### src/rtl/fan_pwm_pkg.sv
// Shared types and rate table for the fan pulse width modulator.
// Assumes a 6-bit duty code, so every period has 64 steps.
package fan_pwm_pkg;

    localparam int unsigned DUTY_W      = 6;
    localparam int unsigned STEPS       = 1 << DUTY_W;
    localparam int unsigned MAX_TICK_HZ = 3_000_000;

    // Rate index formed from the three selection bits
    typedef struct packed {
        logic mult;
        logic src;
        logic sel;
    } fan_rate_t;

    // Step tick frequency in Hz (64 x output frequency) for a rate index
    function automatic int unsigned tick_rate_hz(fan_rate_t r);
        int unsigned base;
        case ({r.src, r.sel})
            2'b00:   base = 1_000_000;
            2'b01:   base = 1_500_000;
            2'b10:   base = 2_560;
            default: base = 3_840;
        endcase
        return r.mult ? (base << 1) : base;
    endfunction

endpackage

### src/rtl/fan_rate_gen.sv
// Step tick generator: a phase accumulator of modulus SYS_CLK_HZ adds the
// selected tick rate on every clock and emits a one-cycle tick on each wrap.
// Assumes SYS_CLK_HZ >= MAX_TICK_HZ so that at most one tick falls per clock.
// restart_i clears the phase so every period starts in the same phase.
module fan_rate_gen
    import fan_pwm_pkg::*;
#(
    parameter int unsigned SYS_CLK_HZ = 48_000_000
) (
    input  logic      clk,
    input  logic      rst_n,
    input  fan_rate_t rate_i,
    input  logic      restart_i,
    output logic      tick_o
);
    localparam int unsigned      ACC_W   = $clog2(SYS_CLK_HZ) + 1;
    localparam logic [ACC_W-1:0] MODULUS = ACC_W'(SYS_CLK_HZ);

    logic [ACC_W-1:0] acc_q;
    logic [ACC_W-1:0] inc;
    logic [ACC_W-1:0] sum;

    // Next phase and wrap detection
    always_comb begin
        inc    = ACC_W'(tick_rate_hz(rate_i));
        sum    = acc_q + inc;
        tick_o = (sum >= MODULUS);
    end

    // Phase register: restart at a period boundary, otherwise wrap modulo
    always_ff @(posedge clk) begin
        if (!rst_n)         acc_q <= '0;
        else if (restart_i) acc_q <= '0;
        else if (tick_o)    acc_q <= sum - MODULUS;
        else                acc_q <= sum;
    end


    acc_range_chk: assert property (@(posedge clk) disable iff (!rst_n)
        acc_q < MODULUS);

endmodule

### src/rtl/fan_period_ctr.sv
// Step position counter with the period-boundary load of duty code and rate.
// Assumes tick_i is a single-cycle pulse. wrap_o marks the last step's tick.
module fan_period_ctr
    import fan_pwm_pkg::*;
(
    input  logic              clk,
    input  logic              rst_n,
    input  logic              tick_i,
    input  logic [DUTY_W-1:0] dcc_i,
    input  fan_rate_t         rate_i,
    output logic [DUTY_W-1:0] pos_o,
    output logic [DUTY_W-1:0] dcc_o,
    output fan_rate_t         rate_o,
    output logic              wrap_o
);
    logic [DUTY_W-1:0] pos_q;
    logic [DUTY_W-1:0] dcc_q;
    fan_rate_t         rate_q;

    // End of period: tick while on the last step
    always_comb wrap_o = tick_i && (pos_q == {DUTY_W{1'b1}});

    // Advance the position; load new settings only at the boundary
    always_ff @(posedge clk) begin
        if (!rst_n) begin
            pos_q  <= '0;
            dcc_q  <= '0;
            rate_q <= '0;
        end else begin
            if (tick_i) pos_q <= pos_q + 1'b1;
            if (wrap_o) begin
                dcc_q  <= dcc_i;
                rate_q <= rate_i;
            end
        end
    end

    assign pos_o  = pos_q;
    assign dcc_o  = dcc_q;
    assign rate_o = rate_q;


    pos_hold_chk: assert property (@(posedge clk) disable iff (!rst_n)
        !tick_i |=> $stable(pos_q));


    load_hold_chk: assert property (@(posedge clk) disable iff (!rst_n)
        !wrap_o |=> ($stable(dcc_q) && $stable(rate_q)));

endmodule

### src/rtl/fan_pwm_out.sv
// Output stage: compares the step position against the loaded duty code and
// applies the static states, which act on the live register bits at once.
// Assumes pos_i and dcc_q_i come from the period counter.
module fan_pwm_out
    import fan_pwm_pkg::*;
(
    input  logic              clk,
    input  logic              rst_n,
    input  logic              force_hi_i,
    input  logic [DUTY_W-1:0] dcc_live_i,
    input  logic [DUTY_W-1:0] pos_i,
    input  logic [DUTY_W-1:0] dcc_q_i,
    output logic              pwm_o
);
    logic pwm_d;
    logic pwm_q;

    // Output level: force-high wins, a zero code holds low, else compare
    always_comb begin
        if (force_hi_i)              pwm_d = 1'b1;
        else if (dcc_live_i == '0)   pwm_d = 1'b0;
        else                         pwm_d = (pos_i < dcc_q_i);
    end

    // Output register, low in reset
    always_ff @(posedge clk) begin
        if (!rst_n) pwm_q <= 1'b0;
        else        pwm_q <= pwm_d;
    end

    assign pwm_o = pwm_q;


    force_hi_chk: assert property (@(posedge clk) disable iff (!rst_n)
        force_hi_i |=> pwm_q);


    force_lo_chk: assert property (@(posedge clk) disable iff (!rst_n)
        (!force_hi_i && dcc_live_i == '0) |=> !pwm_q);

endmodule

### src/rtl/fan_pwm_ctrl.sv
// Fan speed PWM top: splits the fan register into its fields, builds the rate
// index, and links the tick generator, period counter and output stage.
// Assumes register inputs are synchronous to clk and SYS_CLK_HZ >= 3 MHz.
module fan_pwm_ctrl
    import fan_pwm_pkg::*;
#(
    parameter int unsigned SYS_CLK_HZ = 48_000_000
) (
    input  logic       clk,
    input  logic       rst_n,
    input  logic [7:0] fan_reg_i,
    input  logic       ctl_mult_i,
    input  logic       ctl_src_i,
    output logic       pwm_o
);
    fan_rate_t         rate_req;
    fan_rate_t         rate_act;
    logic [DUTY_W-1:0] dcc_live;
    logic [DUTY_W-1:0] dcc_act;
    logic [DUTY_W-1:0] pos;
    logic              force_hi;
    logic              tick;
    logic              wrap;

    // Register field split
    always_comb begin
        rate_req.mult = ctl_mult_i;
        rate_req.src  = ctl_src_i;
        rate_req.sel  = fan_reg_i[7];
        dcc_live      = fan_reg_i[6:1];
        force_hi      = fan_reg_i[0];
    end

    fan_rate_gen #(.SYS_CLK_HZ(SYS_CLK_HZ)) u_rate (
        .clk       (clk),
        .rst_n     (rst_n),
        .rate_i    (rate_act),
        .restart_i (wrap),
        .tick_o    (tick)
    );

    fan_period_ctr u_period (
        .clk    (clk),
        .rst_n  (rst_n),
        .tick_i (tick),
        .dcc_i  (dcc_live),
        .rate_i (rate_req),
        .pos_o  (pos),
        .dcc_o  (dcc_act),
        .rate_o (rate_act),
        .wrap_o (wrap)
    );

    fan_pwm_out u_out (
        .clk        (clk),
        .rst_n      (rst_n),
        .force_hi_i (force_hi),
        .dcc_live_i (dcc_live),
        .pos_i      (pos),
        .dcc_q_i    (dcc_act),
        .pwm_o      (pwm_o)
    );

endmodule

### config.mk
export PLATFORM = sky130hd
export DESIGN_NAME = fan_pwm_ctrl
export DESIGN_NICKNAME = d
export VERILOG_FILES = /design/src/rtl/fan_pwm_pkg.sv /design/src/rtl/fan_rate_gen.sv /design/src/rtl/fan_period_ctr.sv /design/src/rtl/fan_pwm_out.sv /design/src/rtl/fan_pwm_ctrl.sv
export SDC_FILE = /design/constraint.sdc
export NUM_CORES = 1
export LEC_CHECK = 0
export ABC_AREA = 1
export BUFFER_PORTS_ARGS = -buffer_cell sky130_fd_sc_hd__buf_2
export CAP_MARGIN = 0
export CORE_ASPECT_RATIO = 0.8
export CORE_MARGIN = 2
export CORE_UTILIZATION = 63
export CTS_BUF_LIST = sky130_fd_sc_hd__clkbuf_8 sky130_fd_sc_hd__clkbuf_16
export CTS_CLUSTER_SIZE = 16
export DETAILED_ROUTE_END_ITERATION = 16
export PLACE_DENSITY_LB_ADDON = 0.12
export REMOVE_ABC_BUFFERS = 1
export SETUP_SLACK_MARGIN = 0.2
export SKIP_LAST_GASP = 1
export SLEW_MARGIN = 20
export SYNTH_ARGS = -nofsm -noshare
export SYNTH_HDL_FRONTEND = slang
export SYNTH_HIERARCHICAL = 1
export SYNTH_SLANG_ARGS = --single-unit
### constraint.sdc
create_clock -name clk -period 5 [get_ports clk]
set_input_delay 0.75 -clock clk [delete_from_list [all_inputs] [get_ports clk]]
set_output_delay 0.75 -clock clk [all_outputs]
set_load 0.01 [all_outputs]
Word-level counts from Yosys, hierarchy flattened
Index checks and enable logic that the tools add are counted.
- mux-type cells: 5
- $add $sub $neg: 3
- bitwise operators: 1
- magnitude comparators: 2
- reductions and logical operators: 4
- shift-type cells: 0
- divide/modulo/power cells: 0
- equal/unequal tests: 3
- multiply operators: 0
- operators by type and width (cell ; count):
    $pmux 21 s3 ; 1
    $add 27x27->27 ; 1
    $ge 27x26->1 const B ; 1
    $mux 27 ; 1
    $sub 27x26->27 const B ; 1
    $mux 22 ; 1
    $add 6x1->6 const B ; 1
    $eq 6x6->1 const B ; 1
    $logic_not 6->1 ; 1
    $lt 6x6->1 ; 1
    $eq 2x1->1 const B ; 1
    $eq 2x2->1 const B ; 1
    $logic_not 2->1 ; 1
    $mux 1 ; 2
    $reduce_or 2->1 ; 1
    $logic_and 1x1->1 ; 1
    $not 1->1 ; 1
- bits of input ports: 12
- latch bits: 0
- memory bits (writable): 0
- memories kept: 0
- word-level logic and storage cells: 25
- output and inout bits: 1
- ROM bits: 0
- bits in registers: 43

Longest topological paths before layout
- word-level depth: 7
- mapped depth: 29
- depth with buffers taken out: 27

Cells and area by module
The synthesis kept the hierarchy.
- modules (own cells, without submodules) (module ; cells each ; times used ; sequential area each (um^2) ; area an instance (um^2)):
    fan_rate_gen ; 539 ; 1 ; 440.4 ; 2884.0
    fan_period_ctr ; 84 ; 1 ; 300.3 ; 638.1
    fan_pwm_out ; 36 ; 1 ; 20.0 ; 205.2

Worst setup path before layout
OpenSTA, ideal clock, no wires.
- path kind: reg2reg
- start: register u_period.rate_q (netlist bit u_period/rate_o[1])
- end: register u_rate.acc_q[15]
- required time: 4.885 ns
- stages on the path, launching flop included: 29
- data arrival time: 3.655 ns
- buffers on the path: 3
- library setup time: 0.115 ns
- period minus slack after synthesis: 3.770 ns
- slack: 1.230 ns
- path through: dfxtp_1 -> clkbuf_1 -> inv_1 -> nand2_1 -> nor2_1 -> ha_1 -> inv_1 -> fa_1 -> inv_1 -> nand2_1 -> nand2_1 -> nand3_1 -> nand2_1 -> nand2_1 -> nand2_1 -> ha_1 -> inv_1 -> nor3_1 -> nand2_1 -> nor2_1 -> nand3_2 -> nand3_4 -> buf_6 -> nand2_2 -> nor3_4 -> nor2_1 -> clkbuf_1 -> nand2_1 -> nor2_1
- cells in the longest elaborated chain, start to end: 7
- elaborated cells between the ends (all ways): 11
- classes of those cells: 2 x add/sub; 1 x order compare; 2 x eq/ne; 3 x mux; 3 x reduce/logical
- ends and longest elaborated chain (what ; RTL line ; text):
    start: declaration ; fan_period_ctr.sv:18 ; fan_rate_t rate_q;
    start signal: assignment ; fan_period_ctr.sv:33 ; rate_q <= rate_i;
    $eq 2x2->1, or another cell as far along ; fan_pwm_pkg.sv:19 ; case ({r.src, r.sel})
    $pmux 21 s3 * ; fan_pwm_pkg.sv:19 ;
    $mux 22 * ; fan_pwm_pkg.sv:25 ; return r.mult ? (base << 1) : base;
    $add 27x27->27 * ; fan_rate_gen.sv:26 ; sum = acc_q + inc;
    $ge 27x26->1 * ; fan_rate_gen.sv:27 ; tick_o = (sum >= MODULUS);
    named net tick ; fan_pwm_ctrl.sv:22 ; logic tick;
    $logic_and 1x1->1 * ; fan_period_ctr.sv:21 ; always_comb wrap_o = tick_i && (pos_q == {DUTY_W{1'b1}});
    named net wrap ; fan_pwm_ctrl.sv:23 ; logic wrap;
    $reduce_or 2->1 (no source line) * ; - ;
    end signal: assignment ; fan_rate_gen.sv:34 ; else if (tick_o) acc_q <= sum - MODULUS;
    end signal: assignment ; fan_rate_gen.sv:35 ; else acc_q <= sum;
    end: declaration ; fan_rate_gen.sv:19 ; logic [ACC_W-1:0] acc_q;
Mark *: on every way through the listed nets, which the timed path passes. The rest lies on a longest branch.
A chain may end at the register's enable or synchronous reset.

Worst setup path in the final report
- start: register u_period.rate_q (netlist bit u_period/rate_o[1])
- end: register u_rate.acc_q[11]
Same word-level chain as after synthesis.

==> impl_metrics.tcl <==
set metrics [dict create \
    outcome "complete, no violations" \
    gp_congestion 1.07 \
    place_inst 745 \
    worstSetupPathType "reg2reg" \
    placementRows 25 \
    max_slew.worst_pin.slew_ps 560 \
    cp_common_cell "nand2_1" \
    leakage_nw 2.04 \
    endpoint_kind "register" \
    worstReg2RegStart "u_period/rate_o[1]" \
    cp-endpoint "u_rate/acc_q[11]" \
    clk_path_buf_depth 2 \
    wire_per_inst_um 13.3 \
    yosysSeqAreaShare_pct 20.4 \
    required_ps 5220 \
    cpPeakStageDelay_ps 470 \
    dieArea_sq_um 6550 \
    drc 0 \
    die_width_um 90.0 \
    hold_viol 0 \
    final_cell_mix "nand2_1, inv_1, nor2_1, nand3_1, dfxtp_1" \
    syn2layout_area_growth_pct 5.47 \
    syn_inst 659 \
    grt_pass1_wl_mm 16.5 \
    regToRegSetupSlack_ps 720 \
    grt_max_degree 36 \
    cts-root-buf "clkbuf_8" \
    cts_inserted_buffers 5 \
    diodes 0 \
    r2r-end "u_rate/acc_q[11]" \
    rsz0062_at_grt "false" \
    synth.avg_cell_area_sq_um 5.66 \
    cp-start-kind "register" \
    clock-sinks 38 \
    finalNetCount 708 \
    holdBufCountCts 0 \
    min_period_over_period_pct 85.6 \
    drive_gt1_share_pct 10.3 \
    cp-startpoint "u_period/rate_o[1]" \
    drtAntennaViolNets 0 \
    first_pass_iters 5 \
    max_slew_margin_pct 62.6 \
    synthesis.area_sq_um 3730 \
    synth_seq_cells 38 \
    hold_class "reg2reg" \
    track_usage_pct 31.6 \
    final_cells 753 \
    drtIter0Drc 305 \
    initial_utilization_pct 64.1 \
    critical-path-slowest-cell "nor2_2" \
    maxCapViolCount 0 \
    skew_ps 8.27 \
    powerDensity_nw_per_um2 214 \
    setup_viol 0 \
    period_needed_ps 4280 \
    cts_tree "built" \
    finalSetupTns_ps 0 \
    crit_fanout 14 \
    routed_wl_mm 9.99 \
    yosysUniqueCellTypes 34 \
    whs_ps 494 \
    die_y_um 72.8 \
    clock_latency_ps 290 \
    irDropWorstVdd_mv 0.199 \
    antenna_found_initial 0 \
    first_global_vias 3612 \
    synth_warnings 6 \
    vias_per_cell 5.38 \
    slew_viol_final 0 \
    place_hpwl_mm 8.11 \
    htreeDepth 2 \
    clkTransAtPathRegs_ps 80 \
    vias 4048 \
    max_freq_ghz 0.234 \
    io_buffers 12 \
    reg2reg_depth 25 \
    layout_commonest_cell "nand2_1" \
    coreArea_sq_um 5820 \
    num_io_pins 13 \
    worstPathArrival_ps 4500 \
    grt-ovfl-total 0 \
    dpl_worst_slack_ps 408 \
    layout_setup_ws_ps 718 \
]
==> repair_timing <==
item,in CTS,in global routing
setup endpoints to repair,0,9
buffers inserted,0,0
gates resized for setup,0,1
==> registers in the layout, summed over array words and instances, names as in the netlist <==
signal	flops
u_rate/acc_q	22
u_period/dcc_o	6
u_period/pos_o	6
u_out/pwm_o	1
u_period/rate_o	3
==> how the worst min path moves through the flow <==
stage                            from                end  slack, ps  cells after the start
floorplan           u_period/dcc_o[0]  u_period/dcc_o[0]        440                      2
global placement    u_period/dcc_o[3]  u_period/dcc_o[3]        460                      2
detailed placement  u_period/dcc_o[0]  u_period/dcc_o[0]        470                      2
CTS                 u_period/dcc_o[0]  u_period/dcc_o[0]        490                      2
global route        u_period/dcc_o[4]  u_period/dcc_o[4]        530                      2
finish              u_period/dcc_o[0]  u_period/dcc_o[0]        490                      2
==> where the power goes <==
| group | switching [W] | internal [W] |
|---|---|---|
| sequential | 0.0000138 | 0.000319 |
| combinational | 0.000203 | 0.0000918 |
| clock | 0.000117 | 0.0000965 |
==> Yosys cell counts <==
library cell	count	area share, %
nor2_2	7	1.2
nand3_2	3	0.81
nand3_1	53	7.1
nor2_1	93	9.4
a21oi_1	37	5.0
fa_1	1	0.54
nand2_1	211	21
nand2_2	17	2.9
and2_1	1	0.17
or2_0	1	0.17
o211ai_1	1	0.20
clkbuf_1	2	0.20
buf_4	2	0.40
o21ai_1	1	0.13
nand3_4	2	0.94
nor4_1	1	0.17
ha_1	24	8.1
xnor2_1	1	0.24
nor3_1	5	0.67
buf_1	1	0.10
o21ai_0	9	1.2
clkinv_1	2	0.20
or2_2	1	0.17
nor3_4	1	0.44
nand4_1	13	2.2
nor2_4	3	0.91
xor2_1	2	0.47
buf_6	2	0.60
dfxtp_1	38	20
inv_1	98	9.9
inv_2	12	1.2
buf_2	1	0.13
a21oi_2	2	0.47
nand3b_1	11	2.2
==> worst max-delay path: cells and delay by family, from the launching register on <==
| kind | cells | cell delay, ps |
|---|---|---|
| adder cells (fa/ha/maj) | 2 | 650 |
| AND/OR/NAND/NOR | 17 | 2080 |
| flip-flops | 1 | 400 |
| buffers and inverters | 5 | 870 |
| AO/OA/AOI/OAI | 1 | 210 |
==> metal layers <==
layer	GRT usage [%]	part of all wire, %	vias up	wire (um)
met2	51.7	43	170	4270
met1	44.1	46	1787	4630
met5	0	0	-	0
met3	4.55	9.0	18	898
li1	-	-	2073	-
met4	9.23	1.9	0	187
==> cell families (layout without fill, tap and decap cells) <==
family / Yosys count / count (layout) / synth area share [%]
AO/OA/AOI/OAI: 50 / 50 / 6.98
XOR/XNOR: 3 / 3 / 0.705
adder cells (fa/ha/maj): 25 / 25 / 8.59
buffers and inverters: 120 / 133 / 12.7
flip-flops: 38 / 38 / 20.4
AND/OR/NAND/NOR: 423 / 423 / 50.6
==> per-stage QoR <==
step                      util, %  instance area (sq um)  total power [W]
after CTS                    67.5                   3930         0.000836
final                        67.6                   3930         0.000842
after detailed placement     66.0                   3840         0.000622
after global routing         67.6                   3930         0.000893
after global placement       66.0                   3840         0.000612
after floorplan                 -                   3670         0.000548
==> final cells by class <==
class / instances / area (sq um)
repair buffers: 13 / 67.6
clock inverters: 3 / 17.5
well taps: 81 / 101
flip-flops and latches: 38 / 761
inverters: 112 / 420
clock buffers: 5 / 68.8
multi-input cells: 501 / 2490
fillers: 559 / 1890
Note: power is estimated with default switching activity, not from simulation.
